--- config.mk ---
export PLATFORM = sky130hd
export DESIGN_NAME = alu16_grouped
export DESIGN_NICKNAME = d
export VERILOG_FILES = /design/src/rtl/alu16_pkg.sv /design/src/rtl/alu16_shifter.sv /design/src/rtl/alu16_arith.sv /design/src/rtl/alu16_compare.sv /design/src/rtl/alu16_move.sv /design/src/rtl/alu16_grouped.sv
export SDC_FILE = /design/constraint.sdc
export NUM_CORES = 1
export LEC_CHECK = 0
export CORE_UTILIZATION = 56
export DETAILED_ROUTE_END_ITERATION = 7
export GPL_TIMING_DRIVEN = 0
export PLACE_DENSITY = 0.8
export SYNTH_ARGS = -nofsm -noshare
export SYNTH_HDL_FRONTEND = slang
export SYNTH_SLANG_ARGS = --single-unit
--- constraint.sdc ---
create_clock -name vclk -period 7.1
set_input_delay 1.42 -clock vclk [all_inputs]
set_output_delay 1.42 -clock vclk [all_outputs]
set_load 0.02 [all_outputs]
--- src/rtl/alu16_pkg.sv ---
package alu16_pkg;

  typedef enum logic [1:0] {
    GRP_ARITH = 2'b00,
    GRP_CMP   = 2'b01,
    GRP_MOVE  = 2'b10,
    GRP_EXT   = 2'b11
  } alu_grp_e;

  // arithmetic/logic group function codes
  localparam logic [2:0] FN_AND  = 3'b000;
  localparam logic [2:0] FN_OR   = 3'b001;
  localparam logic [2:0] FN_XOR  = 3'b010;
  localparam logic [2:0] FN_NOTA = 3'b011;
  localparam logic [2:0] FN_ADD  = 3'b100;
  localparam logic [2:0] FN_SUB  = 3'b101;
  localparam logic [2:0] FN_SHA  = 3'b110;
  localparam logic [2:0] FN_SHL  = 3'b111;

  // compare group function codes
  localparam logic [2:0] FN_SLT  = 3'b000;
  localparam logic [2:0] FN_SLE  = 3'b001;
  localparam logic [2:0] FN_EQ   = 3'b011;
  localparam logic [2:0] FN_ULT  = 3'b100;
  localparam logic [2:0] FN_ULE  = 3'b101;

  // move group function codes
  localparam logic [2:0] FN_PASSB = 3'b000;
  localparam logic [2:0] FN_MERGE = 3'b001;

endpackage

--- src/rtl/alu16_shifter.sv ---
module alu16_shifter #(
  parameter int W = 16
) (
  input  logic [W-1:0] src_i,
  input  logic [W-1:0] amt_i,
  input  logic         arith_i,
  output logic [W-1:0] res_o
);
  localparam int SHW = $clog2(W) + 1;

  logic [SHW-1:0]     amt_raw;
  logic               go_right;
  logic [SHW-1:0]     mag;
  logic               fill;
  logic [W-1:0]       stage_in;
  logic [SHW:0][W-1:0] stg;
  logic [W-1:0]       stage_out;

  assign amt_raw  = amt_i[SHW-1:0];
  assign go_right = amt_raw[SHW-1];
  assign mag      = go_right ? (~amt_raw + 1'b1) : amt_raw;
  assign fill     = go_right & arith_i & src_i[W-1];

  // left shifts reuse the right-shift network on a bit-reversed operand
  always_comb begin
    for (int i = 0; i < W; i++) begin
      stage_in[i] = go_right ? src_i[i] : src_i[W-1-i];
    end
  end

  assign stg[0] = stage_in;

  for (genvar k = 0; k < SHW; k++) begin : g_stage
    localparam int STEP = 1 << k;
    if (STEP >= W) begin : g_full
      assign stg[k+1] = mag[k] ? {W{fill}} : stg[k];
    end else begin : g_part
      assign stg[k+1] = mag[k] ? {{STEP{fill}}, stg[k][W-1:STEP]} : stg[k];
    end
  end

  assign stage_out = stg[SHW];

  always_comb begin
    for (int i = 0; i < W; i++) begin
      res_o[i] = go_right ? stage_out[i] : stage_out[W-1-i];
    end
  end

  always_comb begin

    left_lsb_zero_chk: assert (go_right || (mag == '0) || (res_o[0] == 1'b0))
      else $error("left shift brought a non-zero bit into the LSB");

    full_right_fill_chk: assert (!(go_right && (mag == SHW'(W))) ||
                                 (res_o == {W{arith_i & src_i[W-1]}}))
      else $error("full-width right shift did not produce pure fill");
  end

endmodule

--- src/rtl/alu16_arith.sv ---
module alu16_arith
  import alu16_pkg::*;
#(
  parameter int W = 16
) (
  input  logic [W-1:0] a_i,
  input  logic [W-1:0] b_i,
  input  logic [2:0]   fn_i,
  output logic [W-1:0] res_o
);
  logic [W-1:0] sum;
  logic [W-1:0] diff;
  logic [W-1:0] shifted;
  logic         use_arith;

  assign sum       = a_i + b_i;
  assign diff      = a_i - b_i;
  assign use_arith = (fn_i == FN_SHA);

  alu16_shifter #(.W(W)) i_shift (
    .src_i   (a_i),
    .amt_i   (b_i),
    .arith_i (use_arith),
    .res_o   (shifted)
  );

  always_comb begin
    unique case (fn_i)
      FN_AND:         res_o = a_i & b_i;
      FN_OR:          res_o = a_i | b_i;
      FN_XOR:         res_o = a_i ^ b_i;
      FN_NOTA:        res_o = ~a_i;
      FN_ADD:         res_o = sum;
      FN_SUB:         res_o = diff;
      FN_SHA, FN_SHL: res_o = shifted;
      default:        res_o = '0;
    endcase
  end

  always_comb begin

    add_sub_inverse_chk: assert (!(fn_i == FN_SUB) || ((res_o + b_i) == a_i))
      else $error("subtraction result does not undo addition");
  end

endmodule

--- src/rtl/alu16_compare.sv ---
module alu16_compare
  import alu16_pkg::*;
#(
  parameter int W = 16
) (
  input  logic [W-1:0] a_i,
  input  logic [W-1:0] b_i,
  input  logic [2:0]   fn_i,
  output logic [W-1:0] res_o
);
  logic lt_s, lt_u, eq;
  logic flag;

  assign lt_s = $signed(a_i) < $signed(b_i);
  assign lt_u = a_i < b_i;
  assign eq   = (a_i == b_i);

  always_comb begin
    case (fn_i)
      FN_SLT:  flag = lt_s;
      FN_SLE:  flag = lt_s | eq;
      FN_EQ:   flag = eq;
      FN_ULT:  flag = lt_u;
      FN_ULE:  flag = lt_u | eq;
      default: flag = 1'b0;
    endcase
  end

  assign res_o = {{(W-1){1'b0}}, flag};

  always_comb begin

    cmp_upper_clear_chk: assert (res_o[W-1:1] == '0)
      else $error("compare result has upper bits set");

    cmp_eq_le_chk: assert (!(fn_i == FN_SLE && eq) || res_o[0])
      else $error("signed less-or-equal false on equal operands");
  end

endmodule

--- src/rtl/alu16_move.sv ---
module alu16_move
  import alu16_pkg::*;
#(
  parameter int W = 16
) (
  input  logic [W-1:0] a_i,
  input  logic [W-1:0] b_i,
  input  logic [2:0]   fn_i,
  output logic [W-1:0] res_o
);
  localparam int H = W / 2;

  always_comb begin
    case (fn_i)
      FN_PASSB: res_o = b_i;
      FN_MERGE: res_o = {b_i[H-1:0], a_i[H-1:0]};
      default:  res_o = '0;
    endcase
  end

  always_comb begin

    merge_low_keep_chk: assert (!(fn_i == FN_MERGE) || (res_o[H-1:0] == a_i[H-1:0]))
      else $error("byte merge lost the low half of A");
  end

endmodule

--- src/rtl/alu16_grouped.sv ---
module alu16_grouped
  import alu16_pkg::*;
#(
  parameter int W = 16
) (
  input  logic [W-1:0] a_i,
  input  logic [W-1:0] b_i,
  input  logic [1:0]   grp_i,
  input  logic [2:0]   fn_i,
  output logic [W-1:0] res_o,
  output logic         zero_o,
  output logic         ext_sel_o
);
  alu_grp_e     grp;
  logic [W-1:0] arith_res;
  logic [W-1:0] cmp_res;
  logic [W-1:0] move_res;

  assign grp = alu_grp_e'(grp_i);

  alu16_arith #(.W(W)) i_arith (
    .a_i   (a_i),
    .b_i   (b_i),
    .fn_i  (fn_i),
    .res_o (arith_res)
  );

  alu16_compare #(.W(W)) i_cmp (
    .a_i   (a_i),
    .b_i   (b_i),
    .fn_i  (fn_i),
    .res_o (cmp_res)
  );

  alu16_move #(.W(W)) i_move (
    .a_i   (a_i),
    .b_i   (b_i),
    .fn_i  (fn_i),
    .res_o (move_res)
  );

  always_comb begin
    unique case (grp)
      GRP_ARITH: res_o = arith_res;
      GRP_CMP:   res_o = cmp_res;
      GRP_MOVE:  res_o = move_res;
      default:   res_o = '0;
    endcase
  end

  assign zero_o    = ~|res_o;
  assign ext_sel_o = (grp == GRP_EXT);

  always_comb begin

    ext_group_zero_chk: assert (!ext_sel_o || (res_o == '0 && zero_o))
      else $error("reserved group produced a non-zero result");

    cmp_true_nonzero_chk: assert (!(grp == GRP_CMP && cmp_res[0]) || !zero_o)
      else $error("zero flag set on a true comparison");
  end

endmodule

# Yosys cells after proc, flatten, opt, wreduce, memory -nomap -nowiden
# Index checks and enable logic that the tools add are counted.
# totals
mem_count,0
latch_bits,0
word_cells,72
register_bits,0
mem_bits_ro,0
ram_bits,0
# classes
n_eq_ne,11
multipliers,0
shifts,0
bitwise_logic,9
div,0
addsub,3
order_cmp,2
reduce_logical,5
n_mux,42
# ops
op,count
16-bit case mux with 7 select lines,1
16-bit two-way mux,5
16-bit case mux with 3 select lines,1
16-bit less-than comparator,2
1-bit two-way mux,32
16-bit case mux with 2 select lines,1
16-bit adder,1
16-bit bitwise AND,1
16-bit == test,1
16-bit inverter,1
16-bit OR,1
16-bit OR reduction,1
16-bit subtractor,1
16-bit XOR,1
3-bit == test (second input constant),4
3-bit by 2-bit == test with 1-bit output (second input constant),2
5-bit by 1-bit adder with 5-bit output (second input constant),1
5-bit two-way mux,1
5-bit inverter,1
1-bit case mux with 5 select lines,1
2-bit == test (second input constant),2
3-bit by 1-bit == test with 1-bit output (second input constant),1
3-bit logical NOT,1
1-bit bitwise AND,2
other kinds (5),6

# Longest topological paths before layout
# Gate-level depths: netlist of run 1.
# logic_depth
ltp_word,13
mapped_depth,16
mapped_depth_nobuf,13

# By module
# A second synthesis of run 1 with hierarchy kept.
# hier_totals
hier_cells,767
hier_area_um2,5610.4
# by_module_without_submodules
module,cells_each,instances,area_per_inst_um2
alu16_arith,357,1,2332.2
alu16_shifter,246,1,1956.9
alu16_compare,82,1,614.3
alu16_grouped,45,1,445.4
alu16_move,37,1,261.5

# Least setup slack after synthesis of run 1
# No wires, ideal clock.
# synth_path
kind,input to output
from,input port b_i[0]
to,output port zero_o
stages,16
slack_ps,236
required_time_ps,5680
arrival_time_ps,5444
path_cell_list,buf_2 -> buf_6 -> buf_4 -> inv_1 -> ha_1 -> buf_2 -> mux4_2 -> mux2_2 -> nor3_1 -> a31oi_1 -> o211ai_1 -> o21ai_0 -> or3_1 -> or4_1 -> or4b_1 -> nor4_2
# synth_between
elab_chain_cells,13
word_cells_on_any_way,40
cone_classes,3 x add/sub; 2 x order compare; 1 x eq/ne; 26 x mux; 6 x bitwise; 2 x reduce/logical
# synth_lines
element,line_no,rtl
"start, declared",alu16_grouped.sv:7,"input logic [W-1:0] b_i,"
5-bit inverter,alu16_shifter.sv:21,assign mag = go_right ? (~amt_raw + 1'b1) : amt_raw;
5-bit by 1-bit adder with 5-bit output,alu16_shifter.sv:21,
5-bit two-way mux,alu16_shifter.sv:21,
16-bit two-way mux (4 in series),alu16_shifter.sv:38,"assign stg[k+1] = mag[k] ? {{STEP{fill}}, stg[k][W-1:STEP]} : stg[k];"
16-bit two-way mux,alu16_shifter.sv:36,assign stg[k+1] = mag[k] ? {W{fill}} : stg[k];
1-bit two-way mux,alu16_shifter.sv:46,res_o[i] = go_right ? stage_out[i] : stage_out[W-1-i];
16-bit case mux with 7 select lines (*),alu16_arith.sv:28,unique case (fn_i)
16-bit case mux with 3 select lines (*),alu16_grouped.sv:43,unique case (grp)
net res_o[2],alu16_grouped.sv:10,"output logic [W-1:0] res_o,"
16-bit OR reduction (*),alu16_grouped.sv:51,assign zero_o = ~|res_o;
1-bit logical NOT (*),alu16_grouped.sv:51,
"end, declared",alu16_grouped.sv:11,"output logic zero_o,"
# Mark *: on every way through the listed nets, which the timed path passes. The rest lies on a longest branch.

# Worst setup path after layout of run 1
# layout_path
from,input port a_i[15]
to,output port res_o[6]
# layout_between
elab_chain_cells,9
word_cells_on_any_way,10
cone_classes,9 x mux; 1 x bitwise
# layout_lines
element,line_no,rtl
"start, declared",alu16_grouped.sv:6,"input logic [W-1:0] a_i,"
1-bit two-way mux or 1-bit bitwise AND (tied branches),"alu16_shifter.sv:27, alu16_shifter.sv:22",
16-bit two-way mux (4 in series),alu16_shifter.sv:38,
16-bit two-way mux (*),alu16_shifter.sv:36,
1-bit two-way mux (*),alu16_shifter.sv:46,
16-bit case mux with 7 select lines (*),alu16_arith.sv:28,
16-bit case mux with 3 select lines (*),alu16_grouped.sv:43,
"end, declared",alu16_grouped.sv:10,
# Mark *: on every way between the ends. The rest lies on a longest branch, timed or not.

==> summary.txt, run 1 <==
Global routing
  – Vias in the first global route: 5458
  – GRT Util Overall: 0.468
  – First-pass GRT wire length: 31000 um
  – Largest net degree at the start of global routing: 12
  – Initial antenna violation count: 0
  – Grt ovf: 0

Place
  – Port Buffers: 52
  – Routability-driven placement congestion ratio: 1.08
  – Post-DP HPWL: 16000 um
  – Placed cell area: 5360 sq um

Drt
  – WL met2: 8770 um
  – Wire length on met3: 3130 um
  – Drt pass-1 iters: 8
  – Top Layer Used: met4
  – Met1 WL: 8010 um
  – Vias post-DR: 6276
  – Via-per-instance ratio: 7.41
  – # DRC: 3
  – Iter 0 DRT Violations: 994
  – Post-route ant nets: 0
  – WL final: 21000 um
  – WL/cell: 24.8 um

Timing
  – TNS Setup: 0 ps
  – Max Slew Vio Count: 0
  – Fin crit share: 0.997
  – Final Hold Fails: 0
  – Final setup vio count: 0
  – Rel. slew slack: 0.0836
  – Min cycle time layout: 7080 ps
  – Fmax: 141 MHz
  – Slew at the pin closest to its max-slew limit: 1360 ps

Logic synthesis
  – Synth Warn #: 0
  – Fraction of synthesized cell area in xor and xnor cells: 0.0261
  – Syn Area/Cell: 6.95 sq um
  – Syn Inst Count: 677
  – Post-synthesis compound-gate area fraction: 0.346
  – Synth Cell Area: 4700 sq um
  – Synth Area in Simple Gates: 0.222
  – Syn nets: 766
  – Synth Area in Adders: 0.142
  – Seq/Total Area, Yosys: 0
  – Mux cell area share after synthesis: 0.179
  – Unique cell type count in the Yosys netlist: 80
  – Largest family of logic cells by synthesized area: compound AO/OA/AOI/OAI gates

Floorplan
  – Die width: 93.6 um
  – Boundary Pins: 55
  – Placeable Area: 8180 sq um
  – Row count: 33
  – Die area: 8770 sq um
  – Starting Density: 0.575
  – Die H: 93.6 um

Power and ir drop
  – VDD IR max: 0.0489 mV
  – Cell Pwr Density: 89.3 nW/um^2
  – Lkg Pwr: 2.37 nW

Worst setup path
  – Critical path data arrival time: 5660 ps
  – Crit path kind: input pin to output pin
  – CP max stage cell: nor4_1
  – WP data required: 5680 ps
  – Critical Path Most Common Cell: clkdlybuf4s50_1
  – Crit-path cells: clkdlybuf4s50_1 > inv_1 > nor4_1 > a21oi_1 > a211oi_1 > o21ai_0 > a311oi_1 > clkdlybuf4s50_1
  – CP bufs+invs: 3
  – Worst setup EP type: output pin
  – CP startpoint kind: input pin
  – Crit-path max FO: 9
  – Kind of cell adding the most delay to the critical path: buffers and inverters
  – Crit-path max cell delay: 1110 ps

Final layout
  – Seq Cell Count: 0
  – Layout cells sized above 1: 0.162
  – Synthesis-to-finish area growth: 22.6%
  – Final instance area: 5760 sq um
  – Clkbuf count: 0
  – Register area: 0 sq um
  – Diode count: 0
  – Commonest non-fill, non-tap cell in the layout: nor2_1
  – Most frequent cells in the layout: nor2_1, a21oi_1, ha_1
  – Final net count: 833

Hold path
  – Min-delay worst type: input pin to output pin

Job
  – Max cap viols: 0

Status
  – Violated checks: DRC
  – Outcome: finished, violations left

Clock network
  – Cts hold-fix bufs: 0
kinds of logic after synthesis:
logic type,count (synthesis)
simple gates,219
buf+inv,99
mux,62
compound gates,231
fa+ha+maj,52
xor+xnor,14
per-stage QoR:
stage / cells / setup slack, ps / utilization / hold WS [ps] / total power [W]
after global routing: 847 / -7.96 / 0.705 / 3820 / 0.000536
after CTS: 840 / 9.35 / 0.679 / 3760 / 0.000463
after global placement: 834 / -1400 / 0.655 / 3780 / 0.000436
after floorplan: 677 / 236 / - / 3090 / 0.000294
after detailed placement: 834 / -1420 / 0.655 / 3770 / 0.000440
final: 847 / 22.2 / 0.705 / 3780 / 0.000515
final timing paths:
path,start,to,slack (ps),depth (start not counted)
setup / recovery,a_i[15],res_o[6],20,8
hold / removal,grp_i[0],ext_sel_o,3780,3
cells in the mapped netlist (7+ instances only):
cell	number	area, sq um
clkbuf_1	31	116
nand2_1	49	184
xnor2_1	8	70.1
mux2i_1	40	400
ha_1	50	626
nor2b_1	8	50.1
o221a_2	7	78.8
o221ai_1	8	70.1
buf_1	7	26.3
nor4_1	8	50.1
nand2b_1	14	87.6
o211ai_1	15	113
buf_2	9	45.0
mux4_2	16	360
o21ai_0	43	215
a211oi_1	14	105
nand3_1	14	70.1
a21oi_1	52	260
o22ai_1	12	75.1
nor3_1	18	90.1
inv_1	46	173
nor2_1	79	297
what timing repair did:
item	CTS	global route
buffers inserted	7	9
hold endpoints to repair	0	0
pin swaps	3	13
gates resized for setup	57	42
setup endpoints to repair	12	5
metal layers:
| layer | up-vias | global-route usage |
|---|---|---|
| met5 | - | 0 |
| met1 | 2868 | 0.647 |
| met3 | 112 | 0.111 |
| li1 | 2690 | - |
| met4 | 0 | 0.173 |
| met2 | 606 | 0.699 |
layout make-up:
cell class	instances	area (sq um)
multi-input combinational	578	4520
fill	696	2410
timing repair buffer	68	642
buffer	47	278
inverter	49	194
tap	105	131
report_power, final:
| part | internal (W) | leakage (nW) | switching, W |
|---|---|---|---|
| combinational | 0.000204 | 2.37 | 0.000310 |
| clock | 0 | 0 | 0 |
| sequential | 0 | 0 | 0 |
(Power assumes the default switching activity.)
==> run 2, diff against run 1 <==
--- a/config.mk
+++ b/config.mk
@@ -8,7 +8,9 @@
 export CORE_UTILIZATION = 56
 export DETAILED_ROUTE_END_ITERATION = 7
 export GPL_TIMING_DRIVEN = 0
+export MAX_ROUTING_LAYER = met4
 export PLACE_DENSITY = 0.8
+export REMOVE_ABC_BUFFERS = 1
 export SYNTH_ARGS = -nofsm -noshare
 export SYNTH_HDL_FRONTEND = slang
 export SYNTH_SLANG_ARGS = --single-unit
==> summary.txt, run 2 (synthesis gave the netlist of run 1 again) <==
Power and ir drop
  – Cell Pwr Density: 85.8 nW/um^2
  – P_sw: 0.000282 W
  – Post-layout power: 0.000459 W
  – Reg power frac: 0
  – Gate power share: 1.000
  – Clk network pwr share: 0
  – Int Pwr: 0.000178 W
  – Lkg Pwr: 2.20 nW
  – VDD IR max: 0.0498 mV
  – Sw frac: 0.613

Hold path
  – Min-delay worst type: input pin to output pin

Final layout
  – Commonest non-fill, non-tap cell in the layout: nor2_1
  – Final net count: 782
  – Register area: 0 sq um
  – Seq Cell Count: 0
  – Layout cells sized above 1: 0.122
  – Clkbuf count: 0
  – Synthesis-to-finish area growth: 13.8%
  – Diode count: 0
  – Post-layout util: 0.655
  – Most frequent cells in the layout: nor2_1, a21oi_1, nand2_1

Timing
  – RSZ-0062 raised after global routing: no
  – Min Hold Slack: 3800 ps
  – TNS Setup: 0 ps
  – Max Slew Vio Count: 0
  – Final Hold Fails: 0
  – Fmax: 143 MHz
  – Rel. slew slack: 0.360
  – Final setup vio count: 0
  – Slew at the pin closest to its max-slew limit: 947 ps
  – Fin crit share: 0.986
  – Min cycle time layout: 7000 ps

Drt
  – Iter 0 DRT Violations: 716
  – Vias post-DR: 5842
  – Drt pass-1 iters: 6
  – WL/cell: 23.9 um
  – Via-per-instance ratio: 7.34
  – Post-route ant nets: 0
  – # DRC: 0
  – WL final: 19000 um

Global routing
  – Vias in the first global route: 5126
  – GR Util met1: 0.601
  – Initial antenna violation count: 0
  – Grt peak-use layer: met2
  – Largest net degree at the start of global routing: 37
  – Grt ovf: 0
  – Met2 global-route usage: 0.664
  – First-pass GRT wire length: 29000 um
  – GRT Util Overall: 0.439
  – M3 GR Usage: 0.0569

Worst setup path
  – Crit-path max cell delay: 760 ps
  – Crit path kind: input pin to output pin
  – Critical path data arrival time: 5580 ps
  – CP startpoint kind: input pin
  – Worst setup EP type: output pin
  – Crit-path cells: clkdlybuf4s50_1 > inv_1 > ha_1 > o211ai_1 > a211oi_1 > a21oi_1 > o41a_1 > a21oi_1 > o311a_1 > xor2_1 > nand2_1 > a21oi_1 > clkdlybuf4s50_1
  – WP data required: 5680 ps
  – Critical Path Most Common Cell: a21oi_1
  – Crit path from: a_i[7]
  – Crit path to: res_o[15]
  – Crit-path max FO: 10
  – CP max stage cell: clkdlybuf4s50_1

Floorplan
  – Die area: 8770 sq um
  – Row count: 33
  – Starting Density: 0.575
  – Placeable Area: 8180 sq um
  – Die width: 93.6 um
  – Boundary Pins: 55
  – Die H: 93.6 um

Job
  – Max cap viols: 0

Place
  – Post-DP HPWL: 14400 um
  – Routability-driven placement congestion ratio: 1.07
  – Port Buffers: 55

Status
  – Outcome: complete, no violations

Clock network
  – Cts hold-fix bufs: 0
## run 2: how the worst min path moves through the flow
stage,startpoint,end,cells past startpoint
after floorplan,grp_i[0],res_o[6],1
after global placement,b_i[14],res_o[14],4
after detailed placement,fn_i[0],res_o[10],5
after CTS,fn_i[0],zero_o,5
after global routing,fn_i[0],zero_o,5
final,fn_i[0],zero_o,5
## run 2: final cells by class
cell class	count	area, sq um
multi-input combinational	578	4410
fill	742	2820
timing repair buffer	64	614
inverter	49	199
tap	105	131
## run 2: worst max-delay path, delay by kind of cell
family	cells	cell delay [ps]
AOI/OAI and AO/OA	7	1930
xor gates and xnor gates	1	160
adders and majority gates	1	440
buffers and inverters	3	1570
and+or+nand+nor	1	70
## run 2: per-layer routing
metal  share of wire  up-vias
met3            0.11       82
met2            0.44      434
met5               0        -
met4           0.043        0
li1                -     2590
met1            0.40     2736
## run 2: power groups by stage
stage                     Combinational (W)  Sequential [W]  Clock [W]
after floorplan                    0.000268               0          0
after global placement             0.000423               0          0
after detailed placement           0.000429               0          0
after CTS                          0.000437               0          0
after global routing               0.000486               0          0
final                              0.000459               0          0
## run 2: what timing repair did
item	in CTS	in global routing
gates resized for setup	42	30
endpoints found under the setup margin	17	5
pin swaps	1	2
gates cloned	0	0
setup buffers	3	4
## run 2: through the flow
step | setup slack [ps] | area (sq um) | cells
final | 99.3 | 5350 | 796
after floorplan | 700 | 4490 | 627
after detailed placement | -2330 | 5200 | 789
after CTS | 14.6 | 5290 | 792
after global routing | 10.1 | 5350 | 796
after global placement | -3030 | 5170 | 787
